File: src/rtl/bss_pkg.sv
package bss_pkg;

    // Number of flops in the envelope synchroniser
    localparam int SYNC_DEPTH = 2;
    // Divide-by-two stages in the burst counter
    localparam int CNT_STAGES = 2;

    typedef logic [CNT_STAGES-1:0] burst_cnt_t;

    typedef struct packed {
        logic first;
        logic gap;
        logic last;
    } state_lines_t;

    // High only while no burst has finished yet
    function automatic logic in_first_burst(input burst_cnt_t c);
        return (c == '0);
    endfunction

    // High once the last expected burst has finished
    function automatic logic pattern_over(input burst_cnt_t c);
        return c[CNT_STAGES-1];
    endfunction

endpackage

File: src/rtl/bss_sync.sv
module bss_sync #(
    parameter int DEPTH = 2
) (
    input  logic clk,
    input  logic rst,
    input  logic d,
    output logic q,
    output logic q_ahead
);
    logic [DEPTH-1:0] chain;

    always_ff @(posedge clk) begin
        if (rst) chain <= '0;
        else     chain <= {chain[DEPTH-2:0], d};
    end

    assign q       = chain[DEPTH-1];
    assign q_ahead = chain[DEPTH-2];
endmodule

File: src/rtl/bss_burst_counter.sv
module bss_burst_counter
    import bss_pkg::*;
(
    input  logic       clk,
    input  logic       rst,
    input  logic       env_now,
    input  logic       env_next,
    output burst_cnt_t cnt
);
    // A burst ends at the edge where the synchronised envelope drops.
    // The next synchroniser stage shows this one cycle ahead, so the count
    // and the envelope change on the same edge.
    logic ending;
    logic [CNT_STAGES:0] carry;

    assign ending   = env_now & ~env_next & ~pattern_over(cnt);
    assign carry[0] = ending;

    for (genvar i = 0; i < CNT_STAGES; i++) begin : g_stage
        always_ff @(posedge clk) begin
            if (rst)           cnt[i] <= 1'b0;
            else if (carry[i]) cnt[i] <= ~cnt[i];
        end
        assign carry[i+1] = carry[i] & cnt[i];
    end
endmodule

File: src/rtl/bss_steer.sv
module bss_steer
    import bss_pkg::*;
(
    input  logic         env,
    input  burst_cnt_t   cnt,
    output state_lines_t lines
);
    logic started;

    always_comb begin
        started     = |cnt;
        lines.first = env & in_first_burst(cnt);
        lines.last  = env & ~lines.first & ~pattern_over(cnt);
        lines.gap   = ~(pattern_over(cnt) | lines.first | lines.last) & started;
    end
endmodule

File: src/rtl/burst_state_splitter.sv
module burst_state_splitter
    import bss_pkg::*;
(
    input  logic clk,
    input  logic rst,
    input  logic env_in,
    output logic state_first,
    output logic state_gap,
    output logic state_last
);
    logic         env_s;
    logic         env_ahead;
    burst_cnt_t   cnt;
    state_lines_t lines;

    bss_sync #(.DEPTH(SYNC_DEPTH)) u_sync (
        .clk     (clk),
        .rst     (rst),
        .d       (env_in),
        .q       (env_s),
        .q_ahead (env_ahead)
    );

    bss_burst_counter u_cnt (
        .clk      (clk),
        .rst      (rst),
        .env_now  (env_s),
        .env_next (env_ahead),
        .cnt      (cnt)
    );

    bss_steer u_steer (
        .env   (env_s),
        .cnt   (cnt),
        .lines (lines)
    );

    assign state_first = lines.first;
    assign state_gap   = lines.gap;
    assign state_last  = lines.last;
endmodule

File: config.mk
export PLATFORM = sky130hd
export DESIGN_NAME = burst_state_splitter
export DESIGN_NICKNAME = d
export VERILOG_FILES = /design/src/rtl/bss_pkg.sv /design/src/rtl/bss_sync.sv /design/src/rtl/bss_burst_counter.sv /design/src/rtl/bss_steer.sv /design/src/rtl/burst_state_splitter.sv
export SDC_FILE = /design/constraint.sdc
export NUM_CORES = 1
export LEC_CHECK = 0
export CAP_MARGIN = 25
export CORE_AREA = 4 4 41 43
export CTS_BUF_LIST = sky130_fd_sc_hd__clkbuf_8
export CTS_CLUSTER_SIZE = 12
export DETAILED_ROUTE_END_ITERATION = 16
export DIE_AREA = 0 0 45 47
export HOLD_SLACK_MARGIN = 0.03
export SLEW_MARGIN = 0
export SYNTH_ARGS = -nofsm -noshare
export SYNTH_HDL_FRONTEND = slang
export SYNTH_SLANG_ARGS = --single-unit
File: constraint.sdc
create_clock -name clk -period 3.1 [get_ports clk]
set_clock_uncertainty 0.2 [all_clocks]
set_input_delay 0.62 -clock clk [delete_from_list [all_inputs] [get_ports clk]]
set_output_delay 0.62 -clock clk [all_outputs]
set_load 0.03 [all_outputs]
==> flow_metrics.py, run 1 <==
metrics = {
    "status": {
        "status": "finished clean",
    },
    "layout": {
        "drive_gt1_share_pct": 25.0,
        "fin_cells": 39,
        "n_fill_cell": 148,
        "num-nets-final": 29,
        "utilization_pct": 21.4,
        "syn_to_final_growth_pct": 65.2,
        "n_antenna_cell": 0,
    },
    "timing": {
        "max_slew_margin_pct": 79.6,
        "hold_viol": 0,
        "fin_crit_sh_pct": 74.9,
        "post-route-min-period_ps": 2320,
        "rsz0062_at_grt": "no",
        "fin_tns_setup_ps": 0,
        "worst_pin_slew_ps": 305,
        "setup_violations": 0,
        "fmax_mhz": 431,
        "drv_slew": 0,
    },
    "routing": {
        "first_pass_iters": 2,
        "via_count": 139,
        "vias_per_cell": 3.56,
        "drt_iter0_markers": 1,
        "remaining_drc_errors": 0,
        "drtAntennaViolNets": 0,
        "drt-wirelength-per-cell_um": 8.51,
        "wirelength_um": 332,
    },
    "clock_network": {
        "clock_latency_ps": 210,
        "cts-htree-levels": 1,
        "cts_tree": "done",
        "postCtsSetupBuffers": 0,
        "cts_max_path_buffers": 2,
        "clk_pin_slew_ps": 30,
        "numCtsBuffers": 3,
        "postCtsHoldBufs": 0,
        "ctsResizeCount": 0,
        "root_buffer": "clkbuf_8",
        "cts.sinks": 4,
    },
    "setup_path": {
        "rr_endpoint": "u_cnt.cnt[0]",
        "cp-end-kind": "primary output",
        "r2r_start": "u_sync.chain[1]",
        "critPathKind": "flip-flop to primary output",
        "worstPathRequired_ps": 2280,
        "worstPathCellList": "nor3b_1 > clkdlybuf4s50_1",
        "critical_path.max_fanout": 6,
        "r2r_setup_slack_ps": 1890,
        "crit_path_top_delay_cell": "clkdlybuf4s50_1",
        "slowest_delay_ps": 690,
        "rr_worst_depth": 2,
        "start_kind": "flip-flop",
        "cp.arrival_ps": 1500,
    },
    "synth": {
        "syn-num-nets": 19,
        "avgSynthCellArea_um2": 10.6,
        "synth_seq_area_share_pct": 47.4,
        "synth_seq_cells": 4,
        "syn_inst": 16,
        "netlist_area_um2": 169,
        "ys_types": 10,
        "ys_warn_count": 0,
    },
    "global_route": {
        "grt_usage_pct": 4.19,
        "grt_max_degree": 7,
        "grt_pass1_vias": 135,
        "grt_overflow": 0,
        "grt_antenna_before_repair": 0,
        "grt_pass1_wl_um": 538,
    },
    "floorplan": {
        "dieArea_um2": 2120,
        "num_io_pins": 6,
        "core_area_um2": 1300,
        "die_h_um": 47,
        "rows": 13,
        "start_util_pct": 13.0,
        "die_width_um": 45,
    },
    "pwr": {
        "p_switching_uw": 34.0,
        "p_total_uw": 178,
        "combPwrFrac_pct": 7.3,
        "p_seq_share_pct": 31.4,
        "clockPowerShare_pct": 61.3,
        "leakage_uw": 0.000106,
        "powerDensity_nw_per_um2": 639,
        "p_int_uw": 144,
        "vdd.ir_drop.worst_mv": 0.230,
        "switching_share_pct": 19.1,
    },
    "placement": {
        "dp.cells": 36,
        "finalWeightedCongestion": 0.557,
        "dp_hpwl_um": 233,
        "port_buffers": 5,
    },
    "worst_hold_path": {
        "hold_path.class": "flip-flop to flip-flop",
        "whs_path_depth": 1,
        "min_to": "u_sync.chain[1]",
        "hp-start": "u_sync.chain[0]",
    },
    "flow_run": {
        "cap_violations": 0,
    },
}
[stage by stage]
stage | cell area, um^2 | setup slack (ps) | hold slack [ps]
3_3_place_gp | 238 | 1010 | 281
4_1_cts | 279 | 774 | 298
5_1_grt | 279 | 631 | 319
2_1_floorplan | 169 | 1170 | 263
3_5_place_dp | 238 | 1020 | 294
6_report | 279 | 779 | 296
[critical path: cells and delay by family, from the launching register on]
kind / cells / cell delay [ps]
buffers and inverters: 1 / 690
flip-flops: 1 / 390
AND/OR/NAND/NOR: 1 / 200
[layer usage]
metal  vias to the layer above  wire, um  GRT usage [%]
met3                         0        57           5.75
met1                        61       153           4.33
met2                         8       122           4.52
met5                         -         0              0
li1                         70         -              -
met4                         0         0           1.75
[power by group through the flow]
stage / clock [uW] / sequential, uW / combinational, uW
global route: 115 / 56.7 / 13.7
global placement: 0 / 56.7 / 12.7
floorplan: 0 / 56.1 / 7.16
finish: 109 / 56.0 / 13.0
CTS: 112 / 56.0 / 13.1
detailed placement: 0 / 56.6 / 13.1
[synth_stat cells]
cell      number  share of area [%]
dfxtp_1        4                 47
nor2b_1        3                 11
nor3b_1        2                8.9
a21oi_1        1                3.0
and3_2         1                4.4
inv_1          1                2.2
mux2_4         1                8.9
nand3b_1       1                4.4
nor2_1         1                2.2
nor3b_2        1                7.4
[cells in the final DEF (no fill, tap or decap)]
master / synthesis / routed
clkdlybuf4s50_1: 0 / 5
dfxtp_1: 4 / 4
nor2b_1: 3 / 3
clkbuf_8: 0 / 3
nor3b_1: 2 / 2
inv_1: 1 / 1
and3_2: 1 / 1
nand3b_1: 1 / 1
a21oi_1: 1 / 1
nor2_1: 1 / 1
nor3b_2: 1 / 1
mux2_4: 1 / 1
[state kept, by name, indices dropped and copies added (netlist names)]
signal / cells
u_sync.chain: 2
u_cnt.cnt: 2
[worst max path at each step]
stage                 start   endpoint  slack [ps]  cells past startpoint
6_report       u_cnt.cnt[0]  state_gap         780                      2
3_3_place_gp   u_cnt.cnt[0]  state_gap        1010                      2
5_1_grt        u_cnt.cnt[0]  state_gap         630                      2
3_5_place_dp   u_cnt.cnt[0]  state_gap        1020                      2
4_1_cts        u_cnt.cnt[0]  state_gap         770                      2
2_1_floorplan  u_cnt.cnt[0]  state_gap        1170                      1
[kinds of logic (layout without fill, tap and decap cells)]
group | after synthesis | in the layout | synth area share (%)
AO/OA/AOI/OAI | 1 | 1 | 2.96
buffers and inverters | 1 | 9 | 2.22
flip-flops | 4 | 4 | 47.4
multiplexers | 1 | 1 | 8.89
AND/OR/NAND/NOR | 9 | 9 | 38.5
[layout make-up]
class / count / area [um^2] / area share (%)
Tap cell: 15 / 18.8 / 6.73
Sequential cell: 4 / 80.1 / 28.7
Clock buffer: 3 / 41.3 / 14.8
Timing Repair Buffer: 5 / 50.0 / 17.9
Inverter: 1 / 3.75 / 1.35
Multi-Input combinational cell: 11 / 85.1 / 30.5
No activity file was read; power rests on OpenSTA's default activity.
==> inputs of run 2 (changes only) <==
clock period = 1.9 ns   (was 3.1 ns; I/O delays follow)
==> run 2 against run 1 <==
Compared with the run above:
- global-route usage rose by 0.64 points
- power up 61%
- cell count up 2.6%
- final area rose by 1.3%
- utilization rose by 0.29 points
- worst setup slack worse by 650 ps
- critical path depth rose by 1
- clock power is 61% higher
- register-to-register slack lost 1200 ps
- sequential share of layout area decreased by 0.38 points
- worst hold slack lost 13 ps
- critical path type unchanged
- highest routed layer unchanged
==> flow_metrics.py, run 2 (synthesized netlist as in run 1, its figures left out) <==
metrics = {
    "status": {
        "status": "finished clean",
    },
    "placement": {
        "dp.cells": 37,
        "port_buffers": 5,
        "finalWeightedCongestion": 0.607,
        "placedInstanceArea_um2": 245,
    },
    "timing": {
        "fin_crit_sh_pct": 93.4,
        "drv_slew": 0,
        "rsz0062_at_grt": "no",
        "fmax_mhz": 563,
        "fin_tns_setup_ps": 0,
        "post-route-min-period_ps": 1770,
        "worst_pin_slew_ps": 303,
        "max_slew_margin_pct": 79.9,
        "setup_violations": 0,
        "hold_viol": 0,
    },
    "layout": {
        "final_cell_mix": "dfxtp_1, nor2b_1, clkbuf_8, dlygate4sd2_1",
        "reg_top3": "u_cnt.cnt: 2 flops, u_sync.chain: 2 flops",
        "syn_to_final_growth_pct": 67.4,
        "drive_gt1_share_pct": 28.0,
        "n_antenna_cell": 0,
        "final_common_cell": "dfxtp_1",
        "fin_cells": 40,
        "design_area_um2": 283,
        "num-nets-final": 30,
    },
    "floorplan": {
        "die_h_um": 47,
        "dieArea_um2": 2120,
        "num_io_pins": 6,
        "die_width_um": 45,
        "rows": 13,
        "start_util_pct": 13.0,
        "core_area_um2": 1300,
    },
    "routing": {
        "drtAntennaViolNets": 0,
        "first_pass_iters": 1,
        "wirelength_um": 303,
        "remaining_drc_errors": 0,
        "vias_per_cell": 3.43,
        "drt-wirelength-per-cell_um": 7.58,
        "drt_iter0_markers": 0,
        "via_count": 137,
    },
    "clock_network": {
        "postCtsSetupBuffers": 0,
        "cts.sinks": 4,
        "cts-htree-levels": 1,
        "postCtsHoldBufs": 0,
        "numCtsBuffers": 3,
        "clock_latency_ps": 210,
        "clk_pin_slew_ps": 30,
        "cts_max_path_buffers": 2,
        "root_buffer": "clkbuf_8",
        "cts_tree": "done",
    },
    "global_route": {
        "grt_max_degree": 6,
        "grt_overflow": 0,
        "grt_usage_pct": 4.83,
        "grt_pass1_vias": 157,
        "grt_antenna_before_repair": 0,
        "grt_pass1_wl_um": 586,
    },
    "pwr": {
        "vdd.ir_drop.worst_mv": 0.448,
        "leakage_uw": 0.000125,
        "powerDensity_nw_per_um2": 1010,
    },
    "setup_path": {
        "worstPathRequired_ps": 1320,
        "rr_endpoint": "u_cnt.cnt[0]",
        "r2r_setup_slack_ps": 700,
        "critPathKind": "flip-flop to primary output",
        "cp-end-kind": "primary output",
        "rr_worst_depth": 2,
        "r2r_start": "u_sync.chain[1]",
        "start_kind": "flip-flop",
        "critical_path.max_fanout": 4,
        "cp.arrival_ps": 1190,
    },
    "worst_hold_path": {
        "hold_path.class": "flip-flop to flip-flop",
        "min_to": "u_sync.chain[1]",
        "whs_path_depth": 1,
        "hp-start": "u_sync.chain[0]",
    },
    "flow_run": {
        "cap_violations": 0,
    },
}
-- run 2: changes by cell type in the layout (fill, tap and decap cells not counted), sizes merged --
| cell | delta |
|---|---|
| clkdlybuf4s50 | -3 |
| dlygate4sd2 | +3 |
| buf | +1 |
-- run 2: worst max-delay path: stages (launching register included) --
cell	delay, ps
dfxtp_1	380
inv_1	70
and3_2	190
dlygate4sd2_1	350
-- run 2: routing by layer --
metal	up-vias	wire length, um	global-route usage [%]
met5	-	0	0
met4	0	0	3.51
met3	0	52	6.90
met2	8	100	5.65
met1	57	150	3.88
li1	72	-	-
-- run 2: metrics by stage --
step	setup slack (ps)	power [uW]	utilization, %	hold slack (ps)
6_report	125	287	21.7	283
5_1_grt	31.4	305	21.7	317
4_1_cts	119	295	21.7	287
3_5_place_dp	67.3	115	18.8	284
3_3_place_gp	86.4	115	18.8	284
2_1_floorplan	206	103	-	249
-- run 2: cell type report --
type | count | area (um^2)
multi-input combinational | 11 | 85.1
sequential | 4 | 80.1
inverter | 1 | 3.75
fill | 153 | 1020
tap | 15 | 18.8
clock buffer | 3 | 41.3
timing repair buffer | 6 | 53.8
-- run 2: what timing repair did --
action | CTS | global route
endpoints found under the hold margin | 0 | 0
setup endpoints to repair | 3 | 0
resized for setup | 3 | 0
-- run 2: how the worst max path moves through the flow --
stage / start / end / slack, ps / cells past startpoint
6_report: u_cnt.cnt[1] / state_last / 130 / 3
2_1_floorplan: u_cnt.cnt[0] / state_gap / 210 / 1
5_1_grt: u_sync.chain[1] / state_first / 30 / 2
4_1_cts: u_cnt.cnt[1] / state_last / 120 / 3
3_5_place_dp: u_sync.chain[1] / state_first / 70 / 2
3_3_place_gp: u_cnt.cnt[0] / state_gap / 90 / 2
-- run 2: where the power goes --
group / switching [uW] / total, uW / internal [uW]
sequential: 2.74 / 90.7 / 88.0
combinational: 9.13 / 21.3 / 12.2
clock: 40.2 / 175 / 135
total: 52.1 / 287 / 235
